--- src/rtl/rgf_pkg.sv ---
package rgf_pkg;
  typedef enum logic {
    MODE_MFM = 1'b0,
    MODE_GCR = 1'b1
  } rec_mode_e;
endpackage

--- src/rtl/rgf_sync.sv ---
module rgf_sync #(
  parameter int STAGES = 2
) (
  input  logic clk_i,
  input  logic rst_ni,
  input  logic d_i,
  output logic q_o
);
  logic [STAGES-1:0] chain_q;

  always_ff @(posedge clk_i or negedge rst_ni) begin
    if (!rst_ni) chain_q <= '0;
    else         chain_q <= {chain_q[STAGES-2:0], d_i};
  end

  assign q_o = chain_q[STAGES-1];
endmodule

--- src/rtl/rgf_edge.sv ---
module rgf_edge (
  input  logic clk_i,
  input  logic rst_ni,
  input  logic lvl_i,
  output logic edge_o
);
  logic prev_q;

  always_ff @(posedge clk_i or negedge rst_ni) begin
    if (!rst_ni) prev_q <= 1'b0;
    else         prev_q <= lvl_i;
  end

  // either polarity
  assign edge_o = lvl_i ^ prev_q;
endmodule

--- src/rtl/rgf_timer.sv ---
module rgf_timer
  import rgf_pkg::*;
#(
  parameter int MFM_WIN = 750,
  parameter int GCR_WIN = 325
) (
  input  logic      clk_i,
  input  logic      rst_ni,
  input  logic      start_i,
  input  rec_mode_e mode_i,
  output logic      busy_o,
  output logic      expire_o
);
  localparam int MAX_WIN = (MFM_WIN > GCR_WIN) ? MFM_WIN : GCR_WIN;
  localparam int CNT_W   = $clog2(MAX_WIN + 1);
  localparam logic [CNT_W-1:0] MFM_LD = CNT_W'(MFM_WIN - 1);
  localparam logic [CNT_W-1:0] GCR_LD = CNT_W'(GCR_WIN - 1);

  logic [CNT_W-1:0] cnt_q;
  logic             busy_q;

  always_ff @(posedge clk_i or negedge rst_ni) begin
    if (!rst_ni) begin
      cnt_q  <= '0;
      busy_q <= 1'b0;
    end else if (start_i) begin
      // window latched at (re)start
      cnt_q  <= (mode_i == MODE_GCR) ? GCR_LD : MFM_LD;
      busy_q <= 1'b1;
    end else if (busy_q) begin
      if (cnt_q == '0) busy_q <= 1'b0;
      else             cnt_q  <= cnt_q - 1'b1;
    end
  end

  assign busy_o   = busy_q;
  assign expire_o = busy_q && (cnt_q == '0) && !start_i;
endmodule

--- src/rtl/rd_glitch_filter.sv ---
module rd_glitch_filter
  import rgf_pkg::*;
#(
  parameter int MFM_WIN     = 750,
  parameter int GCR_WIN     = 325,
  parameter int SYNC_STAGES = 2
) (
  input  logic clk_i,
  input  logic rst_ni,
  input  logic raw_i,
  input  logic mode_gcr_i,
  input  logic sel_i,
  output logic filt_o,
  output logic rd_data_o
);
  logic      sync_lvl;
  logic      edge_p;
  logic      busy;
  logic      expire;
  logic      filt_q;
  rec_mode_e mode;

  assign mode = rec_mode_e'(mode_gcr_i);

  rgf_sync #(.STAGES(SYNC_STAGES)) u_sync (
    .clk_i (clk_i),
    .rst_ni(rst_ni),
    .d_i   (raw_i),
    .q_o   (sync_lvl)
  );

  rgf_edge u_edge (
    .clk_i (clk_i),
    .rst_ni(rst_ni),
    .lvl_i (sync_lvl),
    .edge_o(edge_p)
  );

  rgf_timer #(.MFM_WIN(MFM_WIN), .GCR_WIN(GCR_WIN)) u_timer (
    .clk_i   (clk_i),
    .rst_ni  (rst_ni),
    .start_i (edge_p),
    .mode_i  (mode),
    .busy_o  (busy),
    .expire_o(expire)
  );

  always_ff @(posedge clk_i or negedge rst_ni) begin
    if (!rst_ni)     filt_q <= 1'b0;
    else if (expire) filt_q <= sync_lvl;
  end

  assign filt_o    = filt_q;
  assign rd_data_o = filt_q & sel_i;
endmodule

--- config.mk ---
export PLATFORM = sky130hd
export DESIGN_NAME = rd_glitch_filter
export DESIGN_NICKNAME = d
export VERILOG_FILES = /design/src/rtl/rgf_pkg.sv /design/src/rtl/rgf_sync.sv /design/src/rtl/rgf_edge.sv /design/src/rtl/rgf_timer.sv /design/src/rtl/rd_glitch_filter.sv
export SDC_FILE = /design/constraint.sdc
export NUM_CORES = 1
export LEC_CHECK = 0
export BUFFER_PORTS_ARGS = -buffer_cell sky130_fd_sc_hd__buf_2
export CORE_UTILIZATION = 50
export DETAILED_ROUTE_END_ITERATION = 7
export GPL_ROUTABILITY_DRIVEN = 0
export PLACE_DENSITY = 0.72
export SYNTH_ARGS = -nofsm -noshare
export SYNTH_HDL_FRONTEND = slang
export SYNTH_SLANG_ARGS = --single-unit
--- constraint.sdc ---
create_clock -name clk_i -period 1.8 [get_ports clk_i]
set_clock_uncertainty 0.15 [all_clocks]
set_input_delay 0.09 -clock clk_i [delete_from_list [all_inputs] [get_ports clk_i]]
set_output_delay 0.09 -clock clk_i [all_outputs]
set_load 0.005 [all_outputs]
After elaboration in Yosys (flattened, before gate mapping):

Cells that the tools add are included.

* equality and inequality tests: 1
* muxes and demuxes: 7
* reductions and logical operators: 6
* add/subtract/negate cells: 1
* bitwise gates (word level): 2

Operator list (count)
* 10-bit 2-to-1 mux: 4
* 10-bit logical NOT: 1
* 10-bit by 1-bit subtractor with 10-bit output (second input constant): 1
* 1-bit 2-to-1 mux: 3
* 1-bit logical AND: 2
* 2-bit by 1-bit inequality test with 1-bit output (second input constant): 1
* 2-bit AND reduction: 1
* 2-bit nonzero test: 1
* 1-bit AND: 1
* 1-bit logical NOT: 1
* 1-bit XOR: 1

* flip-flop bits (word level): 15

Depth between registers and ports, before layout:

* word-level depth: 4
* mapped depth: 6

Hierarchy:

From an unflattened synthesis, not the netlist that was laid out.

* cells, all modules: 71
* area total of the unflattened synthesis: 747.0 um^2

By module, submodules not included
* rgf_timer: area an instance 616.8 um^2, cells each 64, instances 1
* rgf_sync: area an instance 50.0 um^2, cells each 2, instances 1
* rd_glitch_filter: area an instance 46.3 um^2, cells each 3, instances 1
* rgf_edge: area an instance 33.8 um^2, cells each 2, instances 1

Worst setup path after synthesis:

OpenSTA, ideal clock, no wires.

* path type: register -> register
* start: register u_timer.cnt_q[0]
* end: register filt_q (netlist: filt_o)
* setup slack: -0.132 ns
* period minus slack after synthesis: 1.932 ns
* library setup time: 0.132 ns
* stages on the path, launching flop included: 7
* data required time: 1.518 ns
* data arrival time: 1.650 ns
* cells stage by stage: dfrtp_1 inv_1 ha_1 or3b_1 or3_4 o21ai_1 o211ai_1

* longest elaborated chain between the ends: 3

Ends and longest elaborated chain
* start, declared: RTL line rgf_timer.sv:19 `logic [CNT_W-1:0] cnt_q;`
* start signal, assigned: RTL line rgf_timer.sv:28 `cnt_q <= (mode_i == MODE_GCR) ? GCR_LD : MFM_LD;`
* start signal, assigned: RTL line rgf_timer.sv:32 `else cnt_q <= cnt_q - 1'b1;`
* 10-bit logical NOT: RTL line rgf_timer.sv:37 `assign expire_o = busy_q && (cnt_q == '0) && !start_i;`
* 1-bit logical AND (2 in series): RTL line rgf_timer.sv:37
* end signal, assigned: RTL line rd_glitch_filter.sv:50 `else if (expire) filt_q <= sync_lvl;`
* end, declared: RTL line rd_glitch_filter.sv:20 `logic filt_q;`

No other way between the ends.
A chain may end at the register's enable or synchronous reset.

Worst setup path in the final report:

* start: register u_timer.cnt_q[0]
* end: register u_timer.cnt_q[7]

* longest elaborated chain between the ends: 4
* elaborated cells between the ends (all ways): 7
* classes of those cells: 1 x add/sub; 1 x eq/ne; 3 x mux; 2 x reduce/logical

Ends and longest elaborated chain
* 10-bit by 1-bit subtractor with 10-bit output: RTL line rgf_timer.sv:32
* 10-bit 2-to-1 mux: RTL line rgf_timer.sv:31 `if (cnt_q == '0) busy_q <= 1'b0;`
* 10-bit 2-to-1 mux: RTL line rgf_timer.sv:30 `end else if (busy_q) begin`
* 10-bit 2-to-1 mux: RTL line rgf_timer.sv:26 `end else if (start_i) begin`

Parallel ways exist; a longest one is shown, timed or not. The select of a mux whose other input is x is not followed.

==> results by group <==
Logic synthesis
  – Most common cell in the synthesized netlist: dfrtp_1
  – Most common flop cell mapped by yosys: dfrtp_1
  – Sequential fraction of the synthesis area: 0.486
  – Yosys top cell by area: dfrtp_1
  – Async SR Flop Fraction: 1.00
  – List of most frequent post-synthesis cells: 15 x dfrtp_1, 8 x a21oi_1, 6 x nor2_1
  – Synth warnings: 0
  – EDFF count, synth: 0
  – Synthesized area: 772 µm²
  – Synth top area share: 0.486
  – Syn nets: 82
  – Top cells by area, synth: dfrtp_1 49%, a21oi_1 5.2%, nor2_1 2.9%
  – Post-Syn Instances: 76
  – Post-synthesis cell type count: 30
  – Register bit total from synthesis: 15
  – Syn_area_per_cell: around 10 µm²

Critical path
  – Buffers and inverters on the worst path: 1
  – CP delay by family, top: simple AND/OR/NAND/NOR gates
  – WP data arrival: approximately 1.9 ns
  – Slowest CP cell: dfrtp_1
  – Crit. End Element: register
  – Setup crit start kind: register
  – Crit Path Category: register to register
  – Req. time, crit path: 1.80 ns
  – Max stage delay on crit path: 0.40 ns
  – Crit path max fanout: 5
  – CP Cell Sequence: inv_2 > ha_4 > or3b_4 > or3_4 > or3b_1 > a21oi_1

Hold path
  – Worst hold-check path type: input port to asynchronous set/reset pin

Pwr
  – Sequential share of power: 0.461
  – PD cells: around 860 mW/mm²
  – Switch share: 0.312
  – Switch Pwr: 0.000271 W
  – Clock Power Share: 0.223
  – Int Pwr: 0.000600 W
  – Peak supply drop: approximately 0.49 mV
  – Leakage Power: 0.424 nW
  – Combinational Power Share: 0.316
  – Total chip power: 0.000871 W

Die
  – Die Y: 41.3 µm
  – Initial Util: 0.565
  – Core Area: around 0.0014 mm²
  – Chip width: 41.3 µm
  – FP Rows: 13
  – I/O pin cnt: 7
  – Die area: 0.00171 mm²

Clocking
  – Clk slew on worst S/H paths: 0.09 ns
  – Max H-tree Level: 1
  – Clock root cell: clkbuf_4
  – Clock buffer depth: 2
  – CTS tree: built
  – Skew-Pair Late Insertion Delay: between 0.2 and 0.3 ns
  – Number of clock sinks: 15
  – Total CTS buffers: 3

Job
  – Max-Cap Viols: 0

Global route
  – Met2 usage in global routing: 0.465
  – M3 GR Usage: 0.0479
  – Global-route wire length before repair: roughly 2.8 mm
  – Total GRT Usage: 0.264
  – Vias in the first global route: 658
  – Remaining Overflow, GRT: 0
  – M1 GR Usage: 0.319
  – Initial antenna violation count: 0
  – Largest net degree at the start of global routing: 16
  – GRT Max-Usage Layer: met2

Drt
  – DRC: 0
  – Starting DRT DRC Count: 9
  – DR vias/cell: 5.83
  – First-pass DRT Iterations: 4
  – Post-Route WL: between 1.5 and 2 mm
  – Vias: 688
  – DRT antenna net count: 0
  – DR WL/cell: 14.7 µm

Place
  – Placed Cells: around 110
  – IO Port Bufs: 6
  – Post-DP HPWL: roughly 1.2 mm

Timing
  – RSZ-0062 raised after global routing: true
  – Fin worst setup slack: -0.0812 ns
  – Hold_ws: 0.106 ns
  – Setup TNS: -0.190 ns
  – Final Hold Fails: 0
  – Crit share post-route: 1.05
  – Worst slew pin tran: 0.406 ns
  – Final Max Tran Viols: 0
  – Tmin final: 1.88 ns
  – Maximum clock frequency: 532 MHz
  – Final count of negative-setup-slack endpoints: 3
  – Relative slew slack: 0.729

Outcome
  – Failing checks: negative setup slack
  – Status: complete, but fails checks

Final layout
  – Fin nets: 110
  – Share of cells above drive strength 1: 0.359
  – Fillers: 105
  – Final non-filler cell total: 118
  – Diode count: 0
  – Core Util, Final: 0.742
  – Synth-to-layout area growth: 31.3%
==> per-stage QoR <==
| step | instance area [µm²] | setup slack, ns |
|---|---|---|
| after CTS | 1000 | -0.0805 |
| after global placement | 951 | -0.0107 |
| final | 1010 | -0.0812 |
| after floorplan | 787 | -0.0307 |
| after global routing | 1010 | -0.150 |
| after detailed placement | 951 | -0.0647 |
==> layout make-up <==
type	count	area, µm²	share of cell area
Timing Repair Buffer	24	170	0.168
Multi-Input combinational cell	56	408	0.402
Inverter	4	15.0	0.0148
Tap cell	15	18.8	0.0185
Sequential cell	15	375	0.370
Clock buffer	4	26.3	0.0259
==> power groups by stage <==
stage / combinational, W / clock [W] / sequential (W)
final: 0.000275 / 0.000194 / 0.000402
after global routing: 0.000303 / 0.000217 / 0.000408
after detailed placement: 0.000257 / 0 / 0.000409
after CTS: 0.000265 / 0.000202 / 0.000402
after global placement: 0.000251 / 0 / 0.000408
after floorplan: 0.000122 / 0 / 0.000420
==> state kept, by name, indices dropped and copies added (netlist names) <==
register / count
filt_o: 1
u_edge.prev_q: 1
u_sync.chain_q: 2
u_timer.busy_o: 1
u_timer.cnt_q: 10
==> cell usage in the layout, fill, tap and decap left out, types with 2 or more instances in the layout <==
cell type	instances
buf_4	16
clkbuf_4	3
o31ai_1	3
nand4_1	3
nand2_1	5
or3_4	3
o211ai_1	2
dlygate4sd3_1	2
dfrtp_1	15
nor2_1	6
xnor2_1	2
a21oi_1	7
nand3_1	4
inv_2	2
buf_2	6
inv_1	2
nor3_1	2
==> worst paths after layout <==
path	cells after the start	endpoint	startpoint	slack (ns)
min in group clk_i	3	u_timer.cnt_q[0]	mode_gcr_i	0.20
setup reg to reg	6	u_timer.cnt_q[7]	u_timer.cnt_q[0]	-0.08
hold / removal	2	filt_o	rst_ni	0.11
hold reg to reg	0	u_sync.chain_q[1]	u_sync.chain_q[0]	0.21
setup / recovery	6	u_timer.cnt_q[7]	u_timer.cnt_q[0]	-0.08
max in group asynchronous	2	u_timer.cnt_q[9]	rst_ni	1.15
==> timing repair <==
| action | CTS | global route |
|---|---|---|
| pin swaps | 0 | 1 |
| resized for setup | 1 | 3 |
| hold buffers | 2 | 0 |
| endpoints found under the setup margin | 3 | 7 |
| setup buffers | 0 | 0 |
| endpoints found under the hold margin | 16 | 0 |
==> cells by family after synthesis <==
group | count (synthesis) | synth area share
AND/OR/NAND/NOR | 33 | 0.256
AO/OA/AOI/OAI | 18 | 0.169
flip-flops | 15 | 0.486
buffers and inverters | 5 | 0.0259
XOR/XNOR | 3 | 0.0340
multiplexers | 1 | 0.0130
adder cells (fa/ha/maj) | 1 | 0.0162
==> per-layer routing <==
metal,wire length (µm),part of all wire
met1,793,0.46
met2,889,0.51
met3,40,0.023
met4,14,0.0081
met5,0,0
(Power assumes the default switching activity.)
